File: src/rtl/bwg_pkg.sv
// Package bwg_pkg
// Shared pixel type and fixed colours for the bitmap window generator.
// Assumes 5-6-5 RGB packing in a 16-bit word.
package bwg_pkg;
    typedef logic [15:0] rgb565_t;
    localparam rgb565_t BORDER_GREEN = 16'h07E0;
    localparam rgb565_t FILL_BLACK   = 16'h0000;
endpackage

File: src/rtl/bwg_pixclk_div.sv
// Module bwg_pixclk_div
// Divides the reference clock by two. pix_clk is the divided clock sent out
// to the encoder. pix_ce is high in the reference cycle that ends with
// pix_clk falling, and all pixel logic advances on that edge.
// Assumes a synchronous active-low reset. pix_clk is low after reset.
module bwg_pixclk_div (
    input  logic clk,
    input  logic rst_n,
    output logic pix_clk,
    output logic pix_ce
);
    // Toggle register forming the half-rate pixel clock.
    always_ff @(posedge clk) begin
        if (!rst_n) pix_clk <= 1'b0;
        else        pix_clk <= ~pix_clk;
    end

    assign pix_ce = pix_clk;


    pclk_alternate_chk: assert property (@(posedge clk) disable iff (!rst_n)
        pix_clk |=> !pix_clk);
endmodule

File: src/rtl/bwg_raster_count.sv
// Module bwg_raster_count
// Horizontal and vertical raster counters, advanced once per pixel enable.
// It also gives the line number that follows the current one, wrapping at
// the end of the frame, which the fetch logic uses.
// Assumes LINE_LEN >= 2 and FRAME_LINES >= 2.
module bwg_raster_count #(
    parameter int LINE_LEN    = 858,
    parameter int FRAME_LINES = 525,
    localparam int HW = $clog2(LINE_LEN),
    localparam int VW = $clog2(FRAME_LINES)
) (
    input  logic          clk,
    input  logic          rst_n,
    input  logic          ce,
    output logic [HW-1:0] hcnt,
    output logic [VW-1:0] vcnt,
    output logic [VW-1:0] vcnt_next
);
    localparam logic [HW-1:0] H_LAST = HW'(LINE_LEN - 1);
    localparam logic [VW-1:0] V_LAST = VW'(FRAME_LINES - 1);

    logic line_end;

    assign line_end  = (hcnt == H_LAST);
    assign vcnt_next = (vcnt == V_LAST) ? '0 : vcnt + 1'b1;

    // Pixel counter within a line.
    always_ff @(posedge clk) begin
        if (!rst_n)       hcnt <= '0;
        else if (ce)      hcnt <= line_end ? '0 : hcnt + 1'b1;
    end

    // Line counter within a frame, stepped at the end of each line.
    always_ff @(posedge clk) begin
        if (!rst_n)                vcnt <= '0;
        else if (ce && line_end)   vcnt <= vcnt_next;
    end


    hcnt_range_chk: assert property (@(posedge clk) disable iff (!rst_n)
        32'(hcnt) < LINE_LEN);

    vcnt_range_chk: assert property (@(posedge clk) disable iff (!rst_n)
        32'(vcnt) < FRAME_LINES);

    hcnt_wrap_chk: assert property (@(posedge clk) disable iff (!rst_n)
        (ce && hcnt == H_LAST) |=> hcnt == '0);
endmodule

File: src/rtl/bwg_window_map.sv
// Module bwg_window_map
// Combinational window decode. It decides whether the scanned position lies
// inside the bitmap window, forms the source pixel index (halved in stretch
// mode) and selects the colour: border, source data or black fill. It also
// decides whether the next line is a window line that needs a fetch.
// Assumes SRC_W is a power of two. The window is 2*SRC_W pixels wide.
module bwg_window_map
    import bwg_pkg::*;
#(
    parameter int SRC_W = 256,
    parameter int HW    = 10,
    parameter int VW    = 10,
    localparam int SIW  = $clog2(SRC_W),
    localparam int WIN_W = 2 * SRC_W
) (
    input  logic [HW-1:0]  hcnt,
    input  logic [VW-1:0]  vcnt,
    input  logic [VW-1:0]  vcnt_next,
    input  logic           stretch,
    input  logic [VW-1:0]  win_top,
    input  logic [HW-1:0]  win_left,
    input  logic [VW-1:0]  win_height,
    input  rgb565_t        src_pixel,
    output logic [SIW-1:0] src_index,
    output rgb565_t        color,
    output logic           fetch_hit,
    output logic [VW-1:0]  fetch_rel
);
    logic [31:0] h32, l32, v32, vn32, t32, b32, rel32;
    logic        in_h, in_v, in_v_next, in_src;

    // Widen operands so the window end never overflows the counter width.
    always_comb begin
        h32  = 32'(hcnt);
        l32  = 32'(win_left);
        v32  = 32'(vcnt);
        vn32 = 32'(vcnt_next);
        t32  = 32'(win_top);
        b32  = 32'(win_top) + 32'(win_height);
        rel32 = h32 - l32;
    end

    // Window membership of the current pixel and of the next line.
    always_comb begin
        in_h      = (h32 >= l32) && (h32 < l32 + WIN_W);
        in_v      = (v32 >= t32) && (v32 < b32);
        in_v_next = (vn32 >= t32) && (vn32 < b32);
        in_src    = stretch || (rel32 < SRC_W);
    end

    // Source index: the relative offset, halved when stretching.
    always_comb begin
        if (in_h) src_index = SIW'(stretch ? (rel32 >> 1) : rel32);
        else      src_index = '0;
    end

    // Colour selection for the current position.
    always_comb begin
        if (!(in_h && in_v)) color = BORDER_GREEN;
        else if (in_src)     color = src_pixel;
        else                 color = FILL_BLACK;
    end

    // Fetch decision at the first pixel of the line before a window line.
    always_comb begin
        fetch_hit = (hcnt == '0) && in_v_next;
        fetch_rel = vcnt_next - win_top;
    end
endmodule

File: src/rtl/bitmap_window_gen.sv
// Module bitmap_window_gen
// Top of the bitmap window generator. It divides the reference clock into the
// pixel clock, counts the raster, decodes the window and registers colour,
// syncs and fetch request together on the pixel enable, so all of them carry
// the same one-pixel latency.
// Assumes the line buffer returns src_pixel combinationally for src_index,
// and that the window inputs change only between frames for a clean picture.
module bitmap_window_gen
    import bwg_pkg::*;
#(
    parameter int SRC_W       = 256,
    parameter int LINE_LEN    = 858,
    parameter int FRAME_LINES = 525,
    parameter int HSYNC_LEN   = 64,
    parameter int VSYNC_LINES = 6,
    localparam int HW  = $clog2(LINE_LEN),
    localparam int VW  = $clog2(FRAME_LINES),
    localparam int SIW = $clog2(SRC_W)
) (
    input  logic           clk54,
    input  logic           rst_n,
    input  logic           stretch,
    input  logic [VW-1:0]  win_top,
    input  logic [HW-1:0]  win_left,
    input  logic [VW-1:0]  win_height,
    input  logic [15:0]    src_pixel,
    output logic [SIW-1:0] src_index,
    output logic           pix_clk,
    output logic [15:0]    pix_data,
    output logic           hsync,
    output logic           vsync,
    output logic           fetch_req,
    output logic [VW-1:0]  fetch_line
);
    logic          pix_ce;
    logic [HW-1:0] hcnt;
    logic [VW-1:0] vcnt, vcnt_next;
    rgb565_t       color;
    logic          fetch_hit;
    logic [VW-1:0] fetch_rel;

    bwg_pixclk_div u_div (
        .clk     (clk54),
        .rst_n   (rst_n),
        .pix_clk (pix_clk),
        .pix_ce  (pix_ce)
    );

    bwg_raster_count #(
        .LINE_LEN    (LINE_LEN),
        .FRAME_LINES (FRAME_LINES)
    ) u_cnt (
        .clk       (clk54),
        .rst_n     (rst_n),
        .ce        (pix_ce),
        .hcnt      (hcnt),
        .vcnt      (vcnt),
        .vcnt_next (vcnt_next)
    );

    bwg_window_map #(
        .SRC_W (SRC_W),
        .HW    (HW),
        .VW    (VW)
    ) u_map (
        .hcnt       (hcnt),
        .vcnt       (vcnt),
        .vcnt_next  (vcnt_next),
        .stretch    (stretch),
        .win_top    (win_top),
        .win_left   (win_left),
        .win_height (win_height),
        .src_pixel  (src_pixel),
        .src_index  (src_index),
        .color      (color),
        .fetch_hit  (fetch_hit),
        .fetch_rel  (fetch_rel)
    );

    // Output stage: colour, syncs and fetch registered on the pixel enable.
    always_ff @(posedge clk54) begin
        if (!rst_n) begin
            pix_data   <= '0;
            hsync      <= 1'b0;
            vsync      <= 1'b0;
            fetch_req  <= 1'b0;
            fetch_line <= '0;
        end else if (pix_ce) begin
            pix_data   <= color;
            hsync      <= (32'(hcnt) < HSYNC_LEN);
            vsync      <= (32'(vcnt) < VSYNC_LINES);
            fetch_req  <= fetch_hit;
            fetch_line <= fetch_hit ? fetch_rel : '0;
        end
    end


    pix_hold_chk: assert property (@(posedge clk54) disable iff (!rst_n)
        !pix_ce |=> $stable(pix_data) && $stable(hsync) && $stable(fetch_req));

    fetch_on_sync_chk: assert property (@(posedge clk54) disable iff (!rst_n)
        fetch_req |-> hsync);

    vsync_start_chk: assert property (@(posedge clk54) disable iff (!rst_n)
        $rose(vsync) |-> hsync);
endmodule

File: config.mk
export PLATFORM = sky130hd
export DESIGN_NAME = bitmap_window_gen
export DESIGN_NICKNAME = d
export VERILOG_FILES = /design/src/rtl/bwg_pkg.sv /design/src/rtl/bwg_pixclk_div.sv /design/src/rtl/bwg_raster_count.sv /design/src/rtl/bwg_window_map.sv /design/src/rtl/bitmap_window_gen.sv
export SDC_FILE = /design/constraint.sdc
export NUM_CORES = 1
export LEC_CHECK = 0
export BUFFER_PORTS_ARGS = -buffer_cell sky130_fd_sc_hd__buf_2
export CAP_MARGIN = 15
export CORE_MARGIN = 2
export CORE_UTILIZATION = 45
export DETAILED_ROUTE_END_ITERATION = 12
export PLACE_DENSITY_LB_ADDON = 0.08
export SLEW_MARGIN = 20
export SYNTH_ARGS = -nofsm -noshare
export SYNTH_HDL_FRONTEND = slang
export SYNTH_HIERARCHICAL = 1
export SYNTH_SLANG_ARGS = --single-unit
File: constraint.sdc
create_clock -name clk54 -period 3.2 [get_ports clk54]
set_input_delay 0.32 -clock clk54 [delete_from_list [all_inputs] [get_ports clk54]]
set_output_delay 0.32 -clock clk54 [all_outputs]
set_load 0.01 [all_outputs]
==> results of run 1 <==
[Yosys cell counts (3+ instances only)]
cell	instances	area, µm²
nor3_1	11	55.1
nor3b_1	4	30.0
nor2_1	34	128
ha_1	57	713
inv_1	41	154
a21oi_1	28	140
o21ai_0	23	115
a211oi_1	5	37.5
nand2_1	21	78.8
nand3_1	12	60.1
o21bai_1	4	30.0
a31oi_1	6	37.5
o21ai_2	3	26.3
dfxtp_1	50	1000
xnor2_1	21	184
o21a_1	6	45.0
xor2_1	14	123
or3_1	6	37.5
nor2b_2	9	78.8
a21oi_2	10	87.6
buf_6	3	33.8
nor2b_1	37	231
fa_1	3	60.1
nand2b_1	7	43.8
o311ai_1	3	26.3
mux2i_1	25	250
a21o_1	9	67.6
nor4_1	5	31.3
buf_2	3	15.0
and2_1	11	68.8
a211oi_2	3	37.5
and3_1	4	25.0
nand4_1	12	75.1
clkbuf_1	5	18.8
o211ai_1	7	52.6
[worst max-delay path by stage]
stage	end	slack [ps]	cells after the start
global route	pix_data[3]$_SDFFE_PN0P_	-250	18
floorplan	fetch_line[5]$_SDFFE_PN0P_	-40	22
CTS	pix_data[12]$_SDFFE_PN0P_	-80	18
global placement	pix_data[13]$_SDFFE_PN0P_	-390	17
finish	pix_data[13]$_SDFFE_PN0P_	-80	17
detailed placement	pix_data[13]$_SDFFE_PN0P_	-490	17
[layer usage]
metal,global-route usage,up-vias,wire [µm]
li1,-,2238,-
met1,0.286,2061,5860
met2,0.362,88,5500
met3,0.0260,8,411
met4,0.0508,0,111
met5,0,-,0
[logic make-up (layout without fill, tap and decap cells)]
kind of cell | after synthesis | after routing | synth area share
mux | 26 | 26 | 0.0568
compound gates | 131 | 131 | 0.202
simple gates | 189 | 190 | 0.237
fa+ha+maj | 61 | 61 | 0.168
xor+xnor | 36 | 36 | 0.0691
flops | 50 | 50 | 0.214
buf+inv | 54 | 192 | 0.0533
[through the flow]
stage               instances  hold WS [ps]  setup TNS, ps
finish                    822           366           -560
global route              822           374          -4910
CTS                       818           346           -683
detailed placement        804           474         -10590
global placement          804           453          -8480
floorplan                 547           452           -327
[placed cells by master, fill, tap and decap left out, types with 9 or more instances in the layout]
| cell | synthesis | final |
|---|---|---|
| buf_2 | 3 | 83 |
| buf_4 | 1 | 56 |
| dfxtp_1 | 50 | 47 |
| ha_1 | 57 | 47 |
| inv_1 | 41 | 39 |
| nor2b_1 | 37 | 36 |
| nor2_1 | 34 | 30 |
| mux2i_1 | 25 | 25 |
| a21oi_1 | 28 | 24 |
| nand2_1 | 21 | 21 |
| xnor2_1 | 21 | 19 |
| o21ai_0 | 23 | 17 |
| a21oi_2 | 10 | 14 |
| xor2_1 | 14 | 13 |
| nand4_1 | 12 | 12 |
| nand3_1 | 12 | 12 |
| nor3_1 | 11 | 11 |
| and2_4 | 1 | 9 |
| nor2b_2 | 9 | 9 |
| a21o_1 | 9 | 9 |
[cell type report]
type                       instances  area [µm²]  share of cell area
timing repair buffer             143         888               0.149
clock inverter                     3        26.3             0.00440
clock buffer                       5        68.8              0.0115
tap                              136         170              0.0285
inverter                          41         154              0.0258
sequential                        50        1010               0.169
multi-input combinational        444        3650               0.612
[sequential cells by signal (all words and copies together) (netlist names)]
register / flops
pix_data: 16
fetch_line: 10
u_cnt/hcnt: 10
u_cnt/vcnt: 10
fetch_req: 1
hsync: 1
u_div/pix_ce: 1
vsync: 1
[worst max-delay path, stage by stage]
cell      delay (ps)
buf_8            100
ha_4             150
fa_2             360
buf_4            160
xnor2_2          250
ha_1             300
a21o_1           180
a31oi_1          230
o21ai_1          120
o21ai_1          140
o211ai_1         110
maj3_2           350
a311oi_4         270
buf_4            170
and2_4           120
mux2i_1           60
nor2b_1          140
[what timing repair did]
item / in CTS / in global routing
pin swaps: 13 / 23
cloned: 1 / 0
setup buffers: 5 / 4
endpoints found under the setup margin: 21 / 28
gates resized for setup: 13 / 35
[report_power, final]
group | switching [W] | total, W | internal [W] | leakage, nW
sequential | 0.00000801 | 0.000642 | 0.000634 | 0.407
clock | 0.000241 | 0.000402 | 0.000161 | 0.0491
combinational | 0.000258 | 0.000496 | 0.000238 | 2.34
==> flow_metrics.env, run 1 <==
export IMPL_skew_ps=11.6
export IMPL_grt_overflow=0
export IMPL_violations="setup timing"
export IMPL_rr_endpoint="fetch_line[4]$_SDFFE_PN0P_"
export IMPL_synth_flop_cell="dfxtp_1"
export IMPL_via_per_inst=5.35
export IMPL_rsz0062_at_grt="yes"
export IMPL_track_usage=0.213
export IMPL_p_total_w=0.00154
export IMPL_grt_pass1_wl_um=19500
export IMPL_drtIter0Drc=199
export IMPL_async_flop_share=0
export IMPL_synth_seq_area_share=0.214
export IMPL_cap_violations=0
export IMPL_io_buffers=86
export IMPL_grt_start_max_net_pins=41
export IMPL_drc=0
export IMPL_path_max_fanout=3
export IMPL_crit_type="primary input to flop"
export IMPL_start_kind="primary input"
export IMPL_dpl_hpwl_um=9360
export IMPL_wl_per_cell_um=14.5
export IMPL_peakVddDrop_mv=0.169
export IMPL_min_delay_start="src_pixel[10]"
export IMPL_synth_cell_types=77
export IMPL_clkSlewWorstSetupHoldPaths_ps=100
export IMPL_htreeDepth=2
export IMPL_ys_ff_latch=50
export IMPL_die_h_um=106
export IMPL_hold_end="pix_data[10]$_SDFFE_PN0P_"
export IMPL_hold_viol=0
export IMPL_setup_viol=11
export IMPL_setup_slack_ps=-79.4
export IMPL_netlist_area_um2=4670
export IMPL_die_w_um=106
export IMPL_drv_slew=0
export IMPL_place_congestion=0.878
export IMPL_status="complete, but fails checks"
export IMPL_cts_hold_fix_buffers=0
export IMPL_cp_end_kind="flop"
export IMPL_crit_arrival_ps=3530
export IMPL_area_delta_synth_final_pct=27.8
export IMPL_grt_pass1_vias=4216
export IMPL_hold_depth=5
export IMPL_dieArea_um2=11200
export IMPL_final_nets=794
export IMPL_first_pass_iters=4
export IMPL_slew_headroom=0.577
export IMPL_antenna_found_initial=0
export IMPL_yosys_warnings=6
export IMPL_tightest_slew_ps=631
export IMPL_vias=4395
export IMPL_fillCellCount=961
export IMPL_place_area_um2=5580
export IMPL_num_io_pins=87
export IMPL_synth_edff_count=0
export IMPL_final_core_util=0.586
export IMPL_pre_cts_ws_ps=-489
export IMPL_syn_nets=656
export IMPL_worstReg2RegStart="u_cnt/vcnt[0]$_SDFFE_PN0P_"
export IMPL_p_leak_nw=2.79
export IMPL_critical_path_required_ps=3450
export IMPL_wl_um=11900
export IMPL_drive_gt1_frac=0.359
export IMPL_fin_crit_ps=3280
export IMPL_clock_fmax_mhz=305
export IMPL_power_density_nw_per_um2=258
export IMPL_cts_tree="done"
export IMPL_ant_nets=0
export IMPL_n_antenna_cell=0
export IMPL_min_path_type="primary input to flop"
export IMPL_final_period_utilization=1.02
export IMPL_root_buffer="clkbuf_8"
export IMPL_critPathLaunch="win_top[0]"
export IMPL_clk_latency_ps=320
export IMPL_cts_buffers=5
export IMPL_clockBufferDepth=2
export IMPL_row_count=37
export IMPL_synthCells=547
export IMPL_core_um2=10200
export IMPL_clkSinkCount=50
export IMPL_syn_avg_cell_area_um2=8.54
export IMPL_r2r_cells=19
export IMPL_finish_instance_area_um2=5970
export IMPL_r2r_setup_slack_ps=10
export IMPL_initial_utilization=0.459
Power figures use the tool's default switching activity.
==> run 2, diff against run 1 <==
==> constraint.sdc (replaced) <==
create_clock -name clk54 -period 3.2 [get_ports clk54]
set_input_delay 0.64 -clock clk54 [delete_from_list [all_inputs] [get_ports clk54]]
set_output_delay 0.64 -clock clk54 [all_outputs]
set_load 0.01 [all_outputs]
==> run 2 against run 1 <==
  * The flow still finishes with violations (setup timing)
  * Sequential power increased by 0.8%
  * Global-route usage increased by 0.37 points
  * Final area up 2.5%
  * Combinational power rose by 4%
  * Total power is 1.6% higher
  * Die area unchanged
==> flow_metrics.env, run 2 (synthesized netlist as in run 1, its figures left out) <==
export IMPL_crit_type="primary input to flop"
export IMPL_slew_headroom=0.549
export IMPL_ant_nets=0
export IMPL_drtIter0Drc=193
export IMPL_setup_slack_ps=-370
export IMPL_wl_per_cell_um=14.9
export IMPL_row_count=37
export IMPL_dpl_hpwl_um=9740
export IMPL_skew_ps=9.98
export IMPL_grt_start_max_net_pins=33
export IMPL_finish_instance_area_um2=6120
export IMPL_largest_reg_flops=16
export IMPL_cap_violations=0
export IMPL_vias=4412
export IMPL_rr_endpoint="fetch_line[3]$_SDFFE_PN0P_"
export IMPL_r2r_setup_slack_ps=-200
export IMPL_cp_end_kind="flop"
export IMPL_drv_slew=0
export IMPL_min_path_type="flop to flop"
export IMPL_fin_crit_ps=3570
export IMPL_via_per_inst=5.29
export IMPL_htreeDepth=2
export IMPL_start_kind="primary input"
export IMPL_hold_end="vsync$_SDFFE_PN0P_"
export IMPL_hold_viol=0
export IMPL_cts_buffers=5
export IMPL_clkSlewWorstSetupHoldPaths_ps=110
export IMPL_drive_gt1_frac=0.374
export IMPL_dieArea_um2=11200
export IMPL_clockBufferDepth=2
export IMPL_clk_latency_ps=310
export IMPL_p_leak_nw=2.88
export IMPL_top_register="pix_data"
export IMPL_area_delta_synth_final_pct=31.0
export IMPL_wl_um=12400
export IMPL_initial_utilization=0.459
export IMPL_first_pass_iters=4
export IMPL_place_area_um2=5680
export IMPL_grt_pass1_vias=4320
export IMPL_final_core_util=0.601
export IMPL_setup_viol=27
export IMPL_clock_fmax_mhz=280
export IMPL_track_usage=0.216
export IMPL_final_common_cell="buf_2"
export IMPL_peakVddDrop_mv=0.194
export IMPL_r2r_cells=17
export IMPL_cts_tree="done"
export IMPL_num_io_pins=87
export IMPL_io_buffers=86
export IMPL_status="complete, but fails checks"
export IMPL_crit_arrival_ps=3830
export IMPL_hold_ws_ps=493
export IMPL_final_period_utilization=1.12
export IMPL_grt_pass1_wl_um=20000
export IMPL_clkSinkCount=50
export IMPL_hold_depth=2
export IMPL_min_delay_start="vsync$_SDFFE_PN0P_"
export IMPL_power_density_nw_per_um2=256
export IMPL_place_congestion=0.861
export IMPL_path_max_fanout=5
export IMPL_rsz0062_at_grt="yes"
export IMPL_root_buffer="clkbuf_8"
export IMPL_final_nets=806
export IMPL_fin_tns_setup_ps=-8440
export IMPL_fillCellCount=960
export IMPL_n_antenna_cell=0
export IMPL_core_um2=10200
export IMPL_antenna_found_initial=0
export IMPL_critical_path_required_ps=3460
export IMPL_die_w_um=106
export IMPL_pre_cts_ws_ps=-790
export IMPL_worstReg2RegStart="u_cnt/vcnt[0]$_SDFFE_PN0P_"
export IMPL_grt_overflow=0
export IMPL_drc=0
export IMPL_tightest_slew_ps=672
export IMPL_die_h_um=106
export IMPL_final_cell_mix="81 x buf_2, 66 x buf_4, 50 x ha_1, 46 x dfxtp_1, 39 x inv_1"
export IMPL_violations="setup timing"
run 2: changes by cell type in the layout (fill, tap and decap cells not counted), moves of 3 or more:
| cell | delta |
|---|---|
| and2_4 | -3 |
| ha_1 | +3 |
| nor2_1 | -3 |
| dfxtp_2 | +3 |
| nand3_1 | -7 |
| nor2_2 | +4 |
| buf_6 | +5 |
| nand3_2 | +6 |
| ha_2 | -3 |
| buf_4 | +10 |
| and2_1 | +3 |
run 2: where the power goes:
part	total (W)	internal [W]	switching (W)
combinational	0.000515	0.000248	0.000267
sequential	0.000647	0.000636	0.0000108
clock	0.000403	0.000162	0.000242
run 2: worst max-delay path by stage:
stage	to	slack, ps	from
2_1_floorplan	pix_data[13]$_SDFFE_PN0P_	-320	win_top[0]
3_5_place_dp	pix_data[2]$_SDFFE_PN0P_	-790	win_top[0]
5_1_grt	pix_data[13]$_SDFFE_PN0P_	-580	win_top[0]
4_1_cts	pix_data[2]$_SDFFE_PN0P_	-350	win_top[0]
6_report	pix_data[1]$_SDFFE_PN0P_	-370	win_top[0]
3_3_place_gp	pix_data[12]$_SDFFE_PN0P_	-750	win_top[0]
run 2: per-stage QoR:
step | std cells | power, W
2_1_floorplan | 547 | 0.000959
3_3_place_gp | 814 | 0.00111
3_5_place_dp | 814 | 0.00112
4_1_cts | 831 | 0.00155
5_1_grt | 834 | 0.00165
6_report | 834 | 0.00157
run 2: metal layers:
layer / vias to the layer above / track usage / routed length, µm
met4: 0 / 0.0301 / 51
met5: - / 0 / 0
li1: 2264 / - / -
met2: 113 / 0.370 / 5950
met1: 2028 / 0.297 / 5850
met3: 7 / 0.0297 / 550
run 2: critical path: stages:
cell and delay, ps:
buf_8 100, ha_4 160, fa_2 360, a21o_2 220, a21oi_2 130, xor2_1 190, ha_1 280, and2_1 150
o211ai_1 140, o21ai_1 90, o21ai_1 130, o211ai_1 120, maj3_2 360, a311oi_4 260, buf_2 200, and2_1 120
mux2i_1 70, nor2b_1 110
run 2: timing repair:
item / in CTS / in global routing
buffers inserted: 8 / 3
gates cloned: 1 / 1
resized for setup: 30 / 31
hold endpoints to repair: 0 / 0
hold buffers: 0 / 0
pin swaps: 10 / 26
endpoints found under the setup margin: 35 / 35
run 2: final cells by class:
class	count	area [µm²]	area share
inverters	41	154	0.0252
well taps	136	170	0.0278
clock inverters	3	26.3	0.00430
multi-input cells	444	3700	0.604
clock buffers	5	68.8	0.0112
repair buffers	155	995	0.163
flip-flops and latches	50	1010	0.164
